`config.mk`:
```
export PLATFORM = sky130hd
export DESIGN_NAME = nco_qmod
export DESIGN_NICKNAME = d
export VERILOG_FILES = /design/src/rtl/nco_qmod_pkg.sv /design/src/rtl/nco_profile_bank.sv /design/src/rtl/nco_phase_lut.sv /design/src/rtl/nco_mixer.sv /design/src/rtl/nco_qmod.sv
export SDC_FILE = /design/constraint.sdc
export NUM_CORES = 2
export LEC_CHECK = 0
export BUFFER_PORTS_ARGS = -buffer_cell sky130_fd_sc_hd__buf_2
export CORE_UTILIZATION = 65
export CTS_CLUSTER_DIAMETER = 30
export CTS_CLUSTER_SIZE = 24
export DETAILED_ROUTE_END_ITERATION = 10
export PLACE_DENSITY_LB_ADDON = 0.15
export SYNTH_ARGS = -nofsm -noshare
export SYNTH_HDL_FRONTEND = slang
export SYNTH_HIERARCHICAL = 1
export SYNTH_SLANG_ARGS = --single-unit
```
`constraint.sdc`:
```
create_clock -name clk -period 11 [get_ports clk]
set_input_delay 0.55 -clock clk [delete_from_list [all_inputs] [get_ports clk]]
set_output_delay 0.55 -clock clk [all_outputs]
set_load 0.01 [all_outputs]
```
`src/rtl/nco_qmod_pkg.sv`:
```
package nco_qmod_pkg;
   // sign applied to the Q product before summation
   typedef enum logic {
      MIX_SUB = 1'b0,
      MIX_ADD = 1'b1
   } mix_sign_e;

   // control fields travelling with one I/Q sample
   typedef struct packed {
      logic      tone;
      mix_sign_e sign;
   } mix_ctl_t;
endpackage

```
`src/rtl/nco_profile_bank.sv`:
```
module nco_profile_bank #(
   parameter int ACC_W = 32,
   parameter int NPROF = 4,
   localparam int PSEL_W = $clog2(NPROF),
   localparam int LANES  = ACC_W / 8,
   localparam int LANE_W = (LANES > 1) ? $clog2(LANES) : 1
) (
   input  logic              clk,
   input  logic              rst,
   input  logic              wr_en,
   input  logic [PSEL_W-1:0] wr_prof,
   input  logic [LANE_W-1:0] wr_lane,
   input  logic [7:0]        wr_byte,
   input  logic              upd,
   input  logic [PSEL_W-1:0] sel,
   output logic [ACC_W-1:0]  ftw
);
   if (ACC_W % 8 != 0 || ACC_W < 16) begin : g_bad_acc
      $error("ACC_W must be a multiple of 8 and at least 16");
   end
   if (NPROF < 2 || (1 << PSEL_W) != NPROF) begin : g_bad_prof
      $error("NPROF must be a power of two of at least 2");
   end

   logic [ACC_W-1:0] act_vec [NPROF];

   for (genvar g = 0; g < NPROF; g++) begin : g_prof
      logic [ACC_W-1:0] stg;
      logic [ACC_W-1:0] act;
      always_ff @(posedge clk) begin
         if (rst) begin
            stg <= '0;
            act <= '0;
         end else begin
            if (wr_en && wr_prof == PSEL_W'(g))
               stg[{wr_lane, 3'b000} +: 8] <= wr_byte;
            if (upd)
               act <= stg;
         end
      end
      assign act_vec[g] = act;
   end

   assign ftw = act_vec[sel];

   // byte writes stay hidden until an update strobe
   a_r2_staged_hidden: assert property (@(posedge clk) disable iff (rst)
      (!$past(upd) && $stable(sel)) |-> $stable(ftw));
endmodule

```
`src/rtl/nco_phase_lut.sv`:
```
module nco_phase_lut #(
   parameter int ACC_W = 32,
   parameter int LUT_W = 8,
   parameter int DW    = 12
) (
   input  logic                 clk,
   input  logic                 rst,
   input  logic [ACC_W-1:0]     ftw,
   output logic signed [DW-1:0] sin_q,
   output logic signed [DW-1:0] cos_q
);
   localparam int  QW  = LUT_W - 2;
   localparam int  QN  = 1 << QW;
   localparam int  AMP = (1 << (DW - 1)) - 1;
   localparam real PI  = 3.14159265358979323846;

   if (LUT_W < 3 || LUT_W > ACC_W || LUT_W > 14) begin : g_bad_lut
      $error("LUT_W must lie in 3..14 and not exceed ACC_W");
   end
   if (DW < 4 || DW > 24) begin : g_bad_dw
      $error("DW must lie in 4..24");
   end

   // one quadrant, sampled half a step off the axes so the folding is exact
   logic [DW-2:0] qtab [QN];
   for (genvar k = 0; k < QN; k++) begin : g_q
      localparam int QV = $rtoi(AMP * $sin(PI * (real'(k) + 0.5) / (2.0 * QN)) + 0.5);
      assign qtab[k] = (DW-1)'(QV);
   end

   function automatic logic signed [DW-1:0] wave(input logic [LUT_W-1:0] ph);
      logic [QW-1:0] idx;
      logic [DW-2:0] mag;
      idx  = ph[LUT_W-2] ? ~ph[QW-1:0] : ph[QW-1:0];
      mag  = qtab[idx];
      wave = ph[LUT_W-1] ? -$signed({1'b0, mag}) : $signed({1'b0, mag});
   endfunction

   logic [ACC_W-1:0] acc;
   logic [LUT_W-1:0] ph_s, ph_c;
   logic             live_q;

   assign ph_s = acc[ACC_W-1 -: LUT_W];
   assign ph_c = ph_s + LUT_W'(QN);

   always_ff @(posedge clk) begin
      if (rst) begin
         acc    <= '0;
         sin_q  <= '0;
         cos_q  <= '0;
         live_q <= 1'b0;
      end else begin
         acc    <= acc + ftw;
         sin_q  <= wave(ph_s);
         cos_q  <= wave(ph_c);
         live_q <= 1'b1;
      end
   end

   // first quadrant gives two positive samples
   a_r5_quad_sign: assert property (@(posedge clk) disable iff (rst || !live_q)
      ($past(acc[ACC_W-1 -: 2]) == 2'b00) |-> (sin_q > 0 && cos_q > 0));

   // the pair never collapses below the amplitude
   a_r5_magnitude: assert property (@(posedge clk) disable iff (rst || !live_q)
      ((sin_q < 0 ? -int'(sin_q) : int'(sin_q)) +
       (cos_q < 0 ? -int'(cos_q) : int'(cos_q))) >= AMP - 2);
endmodule

```
`src/rtl/nco_mixer.sv`:
```
module nco_mixer
   import nco_qmod_pkg::*;
#(
   parameter int DW         = 12,
   parameter bit ROUND_HALF = 1'b1
) (
   input  logic                 clk,
   input  logic                 rst,
   input  logic signed [DW-1:0] i_in,
   input  logic signed [DW-1:0] q_in,
   input  logic                 inv,
   input  logic                 tone,
   input  logic signed [DW-1:0] sin_in,
   input  logic signed [DW-1:0] cos_in,
   output logic signed [DW-1:0] dout
);
   localparam int PW    = 2 * DW;
   localparam int SW    = PW + 1;
   localparam int SHIFT = DW - 1;
   localparam logic signed [SW-1:0] MAXV = SW'((1 <<< (DW - 1)) - 1);
   localparam logic signed [SW-1:0] MINV = -SW'(1 <<< (DW - 1));

   logic signed [DW-1:0] i_q, q_q;
   mix_ctl_t             ctl_q;
   logic signed [PW-1:0] prod_i, prod_q;
   logic signed [SW-1:0] sum, rnd, rnd_add;

   if (ROUND_HALF) begin : g_round
      assign rnd_add = SW'(1 <<< (DW - 2));
   end else begin : g_trunc
      assign rnd_add = '0;
   end

   always_comb begin
      prod_i = PW'(i_q) * PW'(cos_in);
      prod_q = PW'(q_q) * PW'(sin_in);
      if (ctl_q.sign == MIX_ADD)
         sum = SW'(prod_i) + SW'(prod_q);
      else
         sum = SW'(prod_i) - SW'(prod_q);
      rnd = (sum + rnd_add) >>> SHIFT;
   end

   always_ff @(posedge clk) begin
      if (rst) begin
         i_q   <= '0;
         q_q   <= '0;
         ctl_q <= '{tone: 1'b0, sign: MIX_SUB};
         dout  <= '0;
      end else begin
         i_q   <= i_in;
         q_q   <= q_in;
         ctl_q <= '{tone: tone, sign: inv ? MIX_ADD : MIX_SUB};
         if (ctl_q.tone)
            dout <= cos_in;
         else if (rnd > MAXV)
            dout <= MAXV[DW-1:0];
         else if (rnd < MINV)
            dout <= MINV[DW-1:0];
         else
            dout <= rnd[DW-1:0];
      end
   end

   // silent data with the tone path off yields a silent output
   a_r6_zero_in: assert property (@(posedge clk) disable iff (rst)
      (i_q == 0 && q_q == 0 && !ctl_q.tone) |=> (dout == 0));
endmodule

```
`src/rtl/nco_qmod.sv`:
```
module nco_qmod #(
   parameter int ACC_W = 32,
   parameter int LUT_W = 8,
   parameter int DW    = 12,
   parameter int NPROF = 4
) (
   input  logic                 clk,
   input  logic                 rst,
   input  logic                 wr_en,
   input  logic [1:0]           wr_prof,
   input  logic [1:0]           wr_lane,
   input  logic [7:0]           wr_byte,
   input  logic                 freq_update,
   input  logic [1:0]           prof_sel,
   input  logic                 spec_inv,
   input  logic                 tone_mode,
   input  logic signed [DW-1:0] i_in,
   input  logic signed [DW-1:0] q_in,
   output logic signed [DW-1:0] dout
);
   if (NPROF != 4 || ACC_W != 32) begin : g_bad_top
      $error("the top port list fixes NPROF at 4 and ACC_W at 32");
   end

   logic [ACC_W-1:0]     ftw;
   logic signed [DW-1:0] sin_s, cos_s;

   nco_profile_bank #(.ACC_W(ACC_W), .NPROF(NPROF)) u_bank (
      .clk    (clk),
      .rst    (rst),
      .wr_en  (wr_en),
      .wr_prof(wr_prof),
      .wr_lane(wr_lane),
      .wr_byte(wr_byte),
      .upd    (freq_update),
      .sel    (prof_sel),
      .ftw    (ftw)
   );

   nco_phase_lut #(.ACC_W(ACC_W), .LUT_W(LUT_W), .DW(DW)) u_lut (
      .clk  (clk),
      .rst  (rst),
      .ftw  (ftw),
      .sin_q(sin_s),
      .cos_q(cos_s)
   );

   nco_mixer #(.DW(DW), .ROUND_HALF(1'b1)) u_mix (
      .clk   (clk),
      .rst   (rst),
      .i_in  (i_in),
      .q_in  (q_in),
      .inv   (spec_inv),
      .tone  (tone_mode),
      .sin_in(sin_s),
      .cos_in(cos_s),
      .dout  (dout)
   );
endmodule

```
==> results.py <==
metrics = {
    "status": {
        "status": "completed",
    },
    "power": {
        "leakage_nw": 15.4,
        "ir_drop_uv": 447,
        "p_per_area_mw_per_mm2": 218,
    },
    "synth": {
        "synth-seq-area-share_pct": 22.4,
        "ys_ff_latch": 350,
        "synth-edff-count": 0,
        "syn-instance-count": 3477,
        "yosys-top-cells-area": "dfxtp_1 22%, fa_1 18%, ha_1 7.4%, mux2i_1 5.0%, inv_1 4.6%",
        "yosysUniqueCellTypes": 126,
        "synthesis.area_mm2": 0.0313,
        "synth.top_cell.area_share_pct": 22.4,
        "synth_top_area_cell": "dfxtp_1",
        "yosys_warnings": 6,
        "synthArstFlopShare_pct": 0,
        "synth_fp_nets": 3983,
        "postSynthAreaPerCell_um2": 8.99,
        "synthFlopType": "dfxtp_1",
    },
    "routing": {
        "drc_errors": 0,
        "routed_wl_um": 84300,
        "vias_per_cell": 6.22,
        "dr_total_vias": 25400,
        "first_pass_iters": 6,
        "post_drt_wl_per_cell_um": 20.7,
        "ant_nets": 0,
        "drt_iter0_markers": 2285,
    },
    "clocking": {
        "cts.clk_slew.worst_paths_ns": 0.05,
        "cts_hold_buf": 0,
        "numCtsBuffers": 72,
        "clk_latency_ns": 0.62,
        "cts-root-buf": "clkbuf_16",
        "clock_path_buffers": 3,
        "clkSinkCount": 350,
        "h-tree-depth": 3,
        "post-cts-setup-buffers": 0,
        "cts_tree": "done",
        "cts-resized-gates": 0,
    },
    "min_path": {
        "hold_class": "in -> reg",
        "hold_depth": 2,
        "hold_path_end": "u_mix/i_q[6]",
        "min-delay-start": "i_in[6]",
    },
    "critical_path": {
        "worst_path_max_delay_cell": "nor2_1",
        "r2r_start": "u_lut/sin_q[11]",
        "r2r_slack_ns": 1.32,
        "crit_required_ns": 11.49,
        "path_max_fanout": 11,
        "cp_slowest_stage_delay_ns": 0.81,
        "critPathArrivalTime_ns": 10.17,
        "cpMostUsedCell": "fa_1",
        "reg2reg_depth": 32,
        "criticalPathCategory": "reg -> reg",
        "r2r_end": "u_mix/dout[1]",
        "setup.worst_path.start_class": "flop",
        "critPathCaptureType": "flop",
    },
    "floorplanning": {
        "num_rows": 80,
        "io_pins": 56,
        "core_mm2": 0.0475,
        "die-area_mm2": 0.0490,
        "initial_utilization_pct": 65.8,
        "chipWidth_um": 221,
        "dieHeight_um": 221,
    },
    "finish": {
        "final_cell_mix": "381 x inv_1, 346 x dfxtp_1, 325 x nand2_1, 277 x fa_1, 273 x nor2_1",
        "post_route_cells_drive_above_1_share_pct": 9.55,
        "area_delta_synth_final_pct": 8.62,
        "final_nets": 3916,
        "stdcell_count": 4080,
        "num_antenna_cells": 0,
        "final_common_cell": "inv_1",
        "fin_area_mm2": 0.0340,
    },
    "sta": {
        "rsz0062_at_grt": "no",
        "drv_slew": 0,
        "worst_pin_slew_ns": 1.26,
        "hold_ws_ns": 0.148,
        "hold_violations": 0,
        "clock_skew_ns": 0.0386,
        "relSlewSlack_pct": 15.7,
        "finalCriticalPeriod_ns": 9.68,
        "fmax_mhz": 103,
        "period_share_pct": 88.0,
        "finalSetupViolations": 0,
        "finalSetupTns_ns": 0,
    },
    "place": {
        "routabilityCongestion": 0.939,
        "place_inst": 3951,
        "hpwl_um": 59800,
        "post_dp_cell_area_mm2": 0.0314,
        "io_buffers": 55,
    },
    "grt": {
        "grt_use_total_pct": 34.8,
        "grt_max_degree": 113,
        "grt_pass1_wl_um": 136000,
        "grt_pass1_vias": 25700,
        "gr-total-overflow": 0,
        "antenna_found_initial": 1,
    },
    "job": {
        "cap_violations": 0,
    },
}
where the power goes:
group / switching [mW] / total [mW] / internal, mW / leakage (nW)
Sequential: 0.0564 / 1.37 / 1.32 / 2.84
Clock: 0.796 / 2.25 / 1.45 / 1.23
Combinational: 2.28 / 3.78 / 1.50 / 11.3
Total: 3.13 / 7.40 / 4.27 / 15.4
cells in the mapped netlist (all sizes together) (14+ instances only):
library cell,n
dfxtp,350
a32o,55
o211ai,14
fa,277
a21o,52
nor3,45
and2,112
buf,108
a21oi,121
o2bb2ai,26
xnor2,88
nor2,273
nand4,19
nand2b,57
o21ai,144
a211oi,26
mux4,33
xor2,49
ha,185
inv,383
o21a,16
nand2,326
clkbuf,108
nand3b,21
o22ai,17
mux2i,156
nand3,49
nor2b,63
a31oi,37
or3,15
a221oi,25
per-layer routing:
layer / part of all wire [%] / wire (µm) / vias to the layer above / GRT usage (%)
met2: 48 / 40400 / 985 / 58.1
met3: 6.9 / 5810 / 240 / 6.28
met5: 0.015 / 13 / - / 0
li1: - / - / 11700 / -
met4: 3.8 / 3220 / 2 / 13.8
met1: 41 / 34800 / 12400 / 44.9
state kept, by name, summed over array words and instances, names as in the netlist:
| signal | count |
|---|---|
| u_mix/dout | 12 |
| u_lut/acc | 32 |
| u_mix/ctl_q | 2 |
| u_bank/g_prof.stg | 128 |
| u_bank/g_prof.act | 128 |
| u_lut/sin_q | 12 |
| u_lut/cos_q | 12 |
| u_mix/i_q | 12 |
| u_mix/q_q | 12 |
kinds of logic (layout without fill, tap and decap cells):
family                   Yosys count  after routing  share of synthesized area [%]
AND/OR/NAND/NOR                 1063           1063                           17.0
multiplexers                     197            197                           7.67
XOR/XNOR                         138            138                           4.07
flip-flops                       350            350                           22.4
adder cells (fa/ha/maj)          463            463                           25.2
buffers and inverters            602            590                           8.18
AO/OA/AOI/OAI                    664            664                           15.5
worst max-delay path, delay by kind of cell, from the launching register on:
kind            cells  cell delay (ns)
buf+inv             4             0.51
simple gates        8             2.50
fa+ha+maj           7             3.42
flops               1             0.44
xor+xnor            3             0.36
compound gates     10             2.31
how the worst max path moves through the flow:
stage / startpoint / end / slack [ns] / depth (start not counted)
3_5_place_dp: u_lut/sin_q[11] / u_mix/dout[1] / 1.45 / 32
6_report: u_lut/sin_q[11] / u_mix/dout[1] / 1.32 / 32
5_1_grt: u_lut/sin_q[11] / u_mix/dout[1] / 0.54 / 32
4_1_cts: u_lut/sin_q[11] / u_mix/dout[1] / 1.45 / 32
2_1_floorplan: u_mix/q_q[1] / u_mix/dout[10] / 2.59 / 36
3_3_place_gp: u_lut/sin_q[11] / u_mix/dout[1] / 1.80 / 32
layout make-up:
class	instances	area, µm²
Clock inverter	44	646
Tap cell	615	769
Sequential cell	350	7010
Fill cell	3600	13600
Clock buffer	85	1930
Timing Repair Buffer	76	448
Inverter	385	1450
Multi-Input combinational cell	2525	21700
stage by stage:
step / total power [mW] / utilization [%] / setup slack, ns
after floorplan: 4.59 / - / 2.59
after global placement: 4.99 / 66.0 / 1.80
after detailed placement: 5.10 / 66.0 / 1.45
after CTS: 7.38 / 71.4 / 1.45
after global routing: 7.86 / 71.4 / 0.539
final: 7.40 / 71.4 / 1.32
No activity file was read; power rests on OpenSTA's default activity.
